$ cat src/rtl/serial_adc_host_pkg.sv
package serial_adc_host_pkg;

  typedef enum logic [1:0] {
    ST_IDLE,
    ST_SHIFT,
    ST_HOLD,
    ST_WAIT
  } host_state_e;

endpackage

$ cat src/rtl/adc_sclk_div.sv
module adc_sclk_div #(
  parameter int unsigned HALF_DIV = 4
) (
  input  logic clk_i,
  input  logic rst_ni,
  input  logic run_i,
  input  logic toggle_i,
  output logic tick_o,
  output logic rise_o,
  output logic fall_o,
  output logic sclk_o
);

  localparam int unsigned CW = (HALF_DIV > 1) ? $clog2(HALF_DIV) : 1;

  logic [CW-1:0] cnt_q;

  assign tick_o = run_i && (cnt_q == CW'(HALF_DIV - 1));
  assign rise_o = tick_o && toggle_i && !sclk_o;
  assign fall_o = tick_o && toggle_i && sclk_o;

  always_ff @(posedge clk_i or negedge rst_ni) begin
    if (!rst_ni) begin
      cnt_q  <= '0;
      sclk_o <= 1'b0;
    end else begin
      if (!run_i || tick_o) cnt_q <= '0;
      else                  cnt_q <= cnt_q + 1'b1;
      if (!toggle_i)        sclk_o <= 1'b0;
      else if (tick_o)      sclk_o <= !sclk_o;
    end
  end

  AST_SCLK_HOLDS_BETWEEN_TICKS: assert property (@(posedge clk_i) disable iff (!rst_ni)
    run_i && toggle_i && !tick_o |=> $stable(sclk_o));

endmodule

$ cat src/rtl/adc_frame_shifter.sv
module adc_frame_shifter #(
  parameter int unsigned CMD_W      = 8,
  parameter int unsigned DATA_W     = 12,
  parameter int unsigned FRAME_BITS = 12
) (
  input  logic              clk_i,
  input  logic              rst_ni,
  input  logic              load_i,
  input  logic [CMD_W-1:0]  cmd_i,
  input  logic              rise_i,
  input  logic              fall_i,
  input  logic              miso_i,
  output logic              mosi_o,
  output logic [DATA_W-1:0] data_o,
  output logic              last_fall_o
);

  localparam int unsigned BW = $clog2(FRAME_BITS + 1);

  logic [CMD_W-1:0] cmd_q;
  logic [BW-1:0]    bit_q;

  assign mosi_o      = cmd_q[CMD_W-1];
  assign last_fall_o = fall_i && (bit_q == BW'(FRAME_BITS - 1));

  always_ff @(posedge clk_i or negedge rst_ni) begin
    if (!rst_ni) begin
      cmd_q  <= '0;
      bit_q  <= '0;
      data_o <= '0;
    end else if (load_i) begin
      cmd_q <= cmd_i;
      bit_q <= '0;
    end else begin
      if (fall_i) begin
        cmd_q <= {cmd_q[CMD_W-2:0], 1'b0};
        bit_q <= bit_q + 1'b1;
      end
      if (rise_i) data_o <= {data_o[DATA_W-2:0], miso_i};
    end
  end

  AST_BIT_COUNT_LIMIT: assert property (@(posedge clk_i) disable iff (!rst_ni)
    bit_q <= BW'(FRAME_BITS));
  AST_MOSI_ZERO_TAIL: assert property (@(posedge clk_i) disable iff (!rst_ni)
    rise_i && (bit_q >= BW'(CMD_W)) |-> !mosi_o);

endmodule

$ cat src/rtl/adc_eoc_watch.sv
module adc_eoc_watch #(
  parameter int unsigned TIMEOUT = 4096
) (
  input  logic clk_i,
  input  logic rst_ni,
  input  logic arm_i,
  input  logic eoc_i,
  output logic done_o,
  output logic timeout_o
);

  localparam int unsigned TW = $clog2(TIMEOUT + 1);

  logic          eoc_s_q, eoc_d_q;
  logic [TW-1:0] tcnt_q;

  assign done_o    = arm_i && eoc_s_q && !eoc_d_q;
  assign timeout_o = arm_i && !done_o && (tcnt_q == TW'(TIMEOUT - 1));

  always_ff @(posedge clk_i or negedge rst_ni) begin
    if (!rst_ni) begin
      eoc_s_q <= 1'b1;
      eoc_d_q <= 1'b1;
      tcnt_q  <= '0;
    end else begin
      eoc_s_q <= eoc_i;
      eoc_d_q <= eoc_s_q;
      if (!arm_i) tcnt_q <= '0;
      else        tcnt_q <= tcnt_q + 1'b1;
    end
  end

  AST_TIMER_BOUND: assert property (@(posedge clk_i) disable iff (!rst_ni)
    arm_i |-> tcnt_q < TW'(TIMEOUT));

endmodule

$ cat src/rtl/serial_adc_host.sv
module serial_adc_host
  import serial_adc_host_pkg::*;
#(
  parameter int unsigned HALF_DIV    = 4,
  parameter int unsigned EOC_TIMEOUT = 4096,
  parameter int unsigned ADDR_W      = 4,
  parameter int unsigned CTRL_W      = 4,
  parameter int unsigned DATA_W      = 12,
  parameter int unsigned FRAME_BITS  = 12
) (
  input  logic              clk_i,
  input  logic              rst_ni,
  input  logic              req_valid_i,
  output logic              req_ready_o,
  input  logic [ADDR_W-1:0] req_chan_i,
  input  logic [CTRL_W-1:0] req_ctrl_i,
  output logic              res_valid_o,
  output logic [DATA_W-1:0] res_data_o,
  output logic [ADDR_W-1:0] res_chan_o,
  output logic              res_tag_ok_o,
  output logic              eoc_err_o,
  output logic              adc_cs_no,
  output logic              adc_sclk_o,
  output logic              adc_mosi_o,
  input  logic              adc_miso_i,
  input  logic              adc_eoc_i
);

  localparam int unsigned CMD_W = ADDR_W + CTRL_W;

  host_state_e       state_q;
  logic [ADDR_W-1:0] cur_chan_q, prev_chan_q;
  logic              prev_ok_q;
  logic              accept, run, toggle, tick, rise, fall, last_fall;
  logic              eoc_done, eoc_to;
  logic [DATA_W-1:0] shift_data;

  assign req_ready_o = (state_q == ST_IDLE);
  assign accept      = req_valid_i && req_ready_o;
  assign run         = (state_q == ST_SHIFT) || (state_q == ST_HOLD);
  assign toggle      = (state_q == ST_SHIFT);

  adc_sclk_div #(.HALF_DIV(HALF_DIV)) u_div (
    .clk_i    (clk_i),
    .rst_ni   (rst_ni),
    .run_i    (run),
    .toggle_i (toggle),
    .tick_o   (tick),
    .rise_o   (rise),
    .fall_o   (fall),
    .sclk_o   (adc_sclk_o)
  );

  adc_frame_shifter #(
    .CMD_W      (CMD_W),
    .DATA_W     (DATA_W),
    .FRAME_BITS (FRAME_BITS)
  ) u_shift (
    .clk_i       (clk_i),
    .rst_ni      (rst_ni),
    .load_i      (accept),
    .cmd_i       ({req_chan_i, req_ctrl_i}),
    .rise_i      (rise),
    .fall_i      (fall),
    .miso_i      (adc_miso_i),
    .mosi_o      (adc_mosi_o),
    .data_o      (shift_data),
    .last_fall_o (last_fall)
  );

  adc_eoc_watch #(.TIMEOUT(EOC_TIMEOUT)) u_eoc (
    .clk_i     (clk_i),
    .rst_ni    (rst_ni),
    .arm_i     (state_q == ST_WAIT),
    .eoc_i     (adc_eoc_i),
    .done_o    (eoc_done),
    .timeout_o (eoc_to)
  );

  always_ff @(posedge clk_i or negedge rst_ni) begin
    if (!rst_ni) begin
      state_q      <= ST_IDLE;
      adc_cs_no    <= 1'b1;
      res_valid_o  <= 1'b0;
      res_data_o   <= '0;
      res_chan_o   <= '0;
      res_tag_ok_o <= 1'b0;
      eoc_err_o    <= 1'b0;
      cur_chan_q   <= '0;
      prev_chan_q  <= '0;
      prev_ok_q    <= 1'b0;
    end else begin
      res_valid_o <= 1'b0;
      unique case (state_q)
        ST_IDLE: if (accept) begin
          state_q    <= ST_SHIFT;
          adc_cs_no  <= 1'b0;
          eoc_err_o  <= 1'b0;
          cur_chan_q <= req_chan_i;
        end
        ST_SHIFT: if (last_fall) state_q <= ST_HOLD;
        ST_HOLD: if (tick) begin
          // result word carries the previous frame's channel
          state_q      <= ST_WAIT;
          adc_cs_no    <= 1'b1;
          res_valid_o  <= 1'b1;
          res_data_o   <= shift_data;
          res_chan_o   <= prev_chan_q;
          res_tag_ok_o <= prev_ok_q;
          prev_chan_q  <= cur_chan_q;
          prev_ok_q    <= 1'b0;
        end
        ST_WAIT: begin
          if (eoc_done) begin
            prev_ok_q <= 1'b1;
            state_q   <= ST_IDLE;
          end else if (eoc_to) begin
            eoc_err_o <= 1'b1;
            state_q   <= ST_IDLE;
          end
        end
        default: state_q <= ST_IDLE;
      endcase
    end
  end

  AST_CS_FALLS_ON_ACCEPT: assert property (@(posedge clk_i) disable iff (!rst_ni)
    accept |=> $fell(adc_cs_no));
  AST_READY_ONLY_CS_HIGH: assert property (@(posedge clk_i) disable iff (!rst_ni)
    req_ready_o |-> adc_cs_no);
  AST_SCLK_LOW_CS_HIGH: assert property (@(posedge clk_i) disable iff (!rst_ni)
    adc_cs_no |-> !adc_sclk_o);
  AST_RES_SINGLE_PULSE: assert property (@(posedge clk_i) disable iff (!rst_ni)
    res_valid_o |=> !res_valid_o);
  AST_RES_WITH_CS_RISE: assert property (@(posedge clk_i) disable iff (!rst_ni)
    res_valid_o |-> $rose(adc_cs_no));

endmodule

$ cat config.mk
export PLATFORM = sky130hd
export DESIGN_NAME = serial_adc_host
export DESIGN_NICKNAME = d
export VERILOG_FILES = /design/src/rtl/serial_adc_host_pkg.sv /design/src/rtl/adc_sclk_div.sv /design/src/rtl/adc_frame_shifter.sv /design/src/rtl/adc_eoc_watch.sv /design/src/rtl/serial_adc_host.sv
export SDC_FILE = /design/constraint.sdc
export NUM_CORES = 1
export LEC_CHECK = 0
export BUFFER_PORTS_ARGS = -buffer_cell sky130_fd_sc_hd__buf_2
export CORE_UTILIZATION = 60
export CTS_BUF_LIST = sky130_fd_sc_hd__clkbuf_16
export CTS_CLUSTER_SIZE = 25
export DETAILED_ROUTE_END_ITERATION = 8
export GPL_TIMING_DRIVEN = 0
export PLACE_DENSITY = 0.81
export RECOVER_POWER = 50
export SYNTH_ARGS = -nofsm -noshare
export SYNTH_HDL_FRONTEND = slang
export SYNTH_HIERARCHICAL = 1
export SYNTH_SLANG_ARGS = --single-unit
$ cat constraint.sdc
create_clock -name clk_i -period 5.74 [get_ports clk_i]
set_input_delay 0.574 -clock clk_i [delete_from_list [all_inputs] [get_ports clk_i]]
set_output_delay 0.574 -clock clk_i [all_outputs]
set_load 0.1 [all_outputs]
==> summary.txt <==
Final #Nets -> 318
minimum clock period -> 2.55 ns
vias in the first global route -> 1970
number of setup buffers added after CTS -> 0
later-pin clock latency in the skew report -> 0.33 ns
DIE AREA -> 5700 um^2
Post-CTS Resized -> 0
placed cell areas -> 3510 um^2
Routed Antenna Nets -> 0
Synth async-reset ratio -> 100%
Max Clk Rate -> 393 MHz
hpwl dp -> 3690 um
crit-path max FO -> 10
GRT Resource Usage Total -> 22.4%
fin crit share -> 44.3%
pin count of the biggest net entering global routing -> 74
P&R area growth vs syn -> 16.4%
Hold Vio Cnt, Final -> 0
status -> completed
WL final -> 5620 um
CP startpoint kind -> flop
DRT iter0 DRCs -> 61
setup_tns -> 0 ns
global-route wire length before repair -> 9050 um
grt ovf -> 0
#FFs+latches synth -> 73
Clock Tree Buf Depth -> 2
number of synthesized flops with an enable pin -> 0
fin cells -> 369
post-synthesis cell count -> 249
antenna cells -> 0
# placed instances -> 354
share of power burned in registers -> 49.8%
Peak VDD IR -> 0.233 mV
post-route cell area -> 3770 um^2
TritonCTS Buffers -> 9
core area -> 5140 um^2
CTS Sinks -> 73
Worst slew margin -> 41.6%
sequential area share after synthesis -> 56.5%
switching power -> 0.000229 W
Internal Power -> 0.000815 W
via/cell ratio -> 5.45
# hold bufs at CTS -> 0
Critical Path AT -> 2.76 ns
DR pass1 iterations -> 4
post-synth net total -> 272
WP data required -> 5.96 ns
H-tree depth -> 3
clock slew at reported path FFs -> 0.06 ns
Rows -> 26
Root Buffer -> clkbuf_16
Post-Synthesis Mean Instance Area -> 13.0 um^2
ys flop type -> dfrtp_1
WL/cell -> 15.2 um
RSZ-0062 raised after global routing -> no
Starting Density -> 63.0%
Mapped Area -> 3240 um^2
Final WS setup -> 3.19 ns
PD cells -> 277 nW/um^2
Final setup viols -> 0
Tightest Pin Transition -> 0.876 ns
via count -> 2010
Port-buffer cells -> 35
I/O pin cnt -> 36
Leak -> 1.83 nW
max cap viols -> 0
pre-CTS WS -> 3.30 ns
antenna violations before repair -> 0
worst hold path class -> in -> async
crit end category -> flop
Sw Share -> 22.0%
combinational power share -> 1.6%
Setup Crit Path Kind -> reg -> reg
layout cells sized above 1 -> 37.1%
CTS tree -> done
YS warnings -> 6
Placer Congestion -> 0.793
Slew Viols, Final -> 0
residual DRC count -> 0
Unique masters post-synth -> 49
DIE WIDTH -> 75.5 um
clock power share -> 48.6%
Layout Skew -> 0.00502 ns
Die Span Y -> 75.5 um
Yosys cell counts (all sizes together) (3+ instances only):
| cell | count | area, um^2 |
|---|---|---|
| dfrtp | 70 | 1750 |
| mux2 | 40 | 492 |
| nand2 | 20 | 75.1 |
| mux2i | 12 | 120 |
| o21ai | 11 | 55.1 |
| ha | 10 | 125 |
| nor2 | 10 | 37.5 |
| a21oi | 9 | 48.8 |
| inv | 9 | 33.8 |
| buf | 7 | 52.5 |
| nand3 | 6 | 40.0 |
| nand2b | 4 | 25.0 |
| dfstp | 3 | 78.8 |
| nand4 | 3 | 25.0 |
| or3 | 3 | 21.3 |
| or4 | 3 | 26.3 |
per-layer routing:
metal | up-vias | GRT usage (%) | routed length, um
met2 | 39 | 34.6 | 2630
met1 | 997 | 28.6 | 2640
met4 | 0 | 7.61 | 80
met5 | - | 0 | 0
li1 | 964 | - | -
met3 | 10 | 9.79 | 273
through the flow:
step	hold WS [ns]	total power, W	util [%]
2_1_floorplan	0.278	0.000532	-
3_3_place_gp	0.359	0.000547	68.2
3_5_place_dp	0.360	0.000547	68.2
4_1_cts	0.343	0.00106	73.5
5_1_grt	0.344	0.00108	73.4
6_report	0.355	0.00104	73.4
cell type report:
type,count,area [um^2]
inverter,10,37.5
multi-input combinational,158,1310
timing repair buffer,35,178
buffer,8,56.3
clock inverter,6,45.0
tap,70,87.6
fill,354,1370
sequential,73,1830
clock buffer,9,225
layout by cell type (no fill, tap or decap), drive strengths merged, types with 3 or more instances in the layout:
master / instances
inv: 10
mux2: 40
buf: 42
clkinv: 4
mux2i: 12
dfrtp: 70
nand3: 6
nand2: 20
ha: 10
a21oi: 9
dfstp: 3
nand2b: 4
or4: 3
clkbuf: 10
or3: 3
nor2: 10
nand4: 3
o21ai: 11
power by group through the flow:
stage | clock (W) | sequential [W] | combinational [W]
floorplan | 0 | 0.000529 | 0.00000277
global placement | 0 | 0.000529 | 0.0000173
detailed placement | 0 | 0.000529 | 0.0000179
CTS | 0.000517 | 0.000521 | 0.0000179
global route | 0.000540 | 0.000520 | 0.0000201
finish | 0.000507 | 0.000521 | 0.0000169
final timing paths:
path	from	endpoint	slack, ns	cells after the start
max	state_q[1]$_DFFE_PN0P_	state_q[1]$_DFFE_PN0P_	3.19	9
min	rst_ni	u_eoc/tcnt_q[7]$_DFF_PN0_	0.35	1
max reg2reg	state_q[1]$_DFFE_PN0P_	state_q[1]$_DFFE_PN0P_	3.19	9
min reg2reg	u_eoc/eoc_s_q$_DFF_PN1_	u_eoc/eoc_d_q$_DFF_PN1_	0.38	0
max in group asynchronous	rst_ni	prev_ok_q$_DFFE_PN0P_	4.81	1
min in group clk_i	adc_eoc_i	u_eoc/eoc_s_q$_DFF_PN1_	0.36	1
worst max-delay path, stage by stage, from the launching register on:
cell,delay (ns)
dfrtp_1,0.43
inv_1,0.10
ha_1,0.36
and2_0,0.29
and3_1,0.19
buf_4,0.15
buf_6,0.16
and4b_1,0.22
o2111a_2,0.22
mux2_4,0.30
logic make-up after synthesis:
logic type / synth area share [%]
and+or+nand+nor: 11.2
xor gates and xnor gates: 1.08
adders and majority gates: 3.86
AOI/OAI and AO/OA: 5.60
DFF: 56.5
buffers and inverters: 2.90
muxes: 18.9
registers in the layout, indices dropped and copies added (netlist names), 2 cells and up:
signal          flops
cur_chan_q          4
prev_chan_q         4
res_chan_o          4
res_data_o         12
state_q             2
u_div/cnt_q         2
u_eoc/tcnt_q       13
u_shift/bit_q       4
u_shift/cmd_q       8
u_shift/data_o     12
Power figures use the tool's default switching activity.
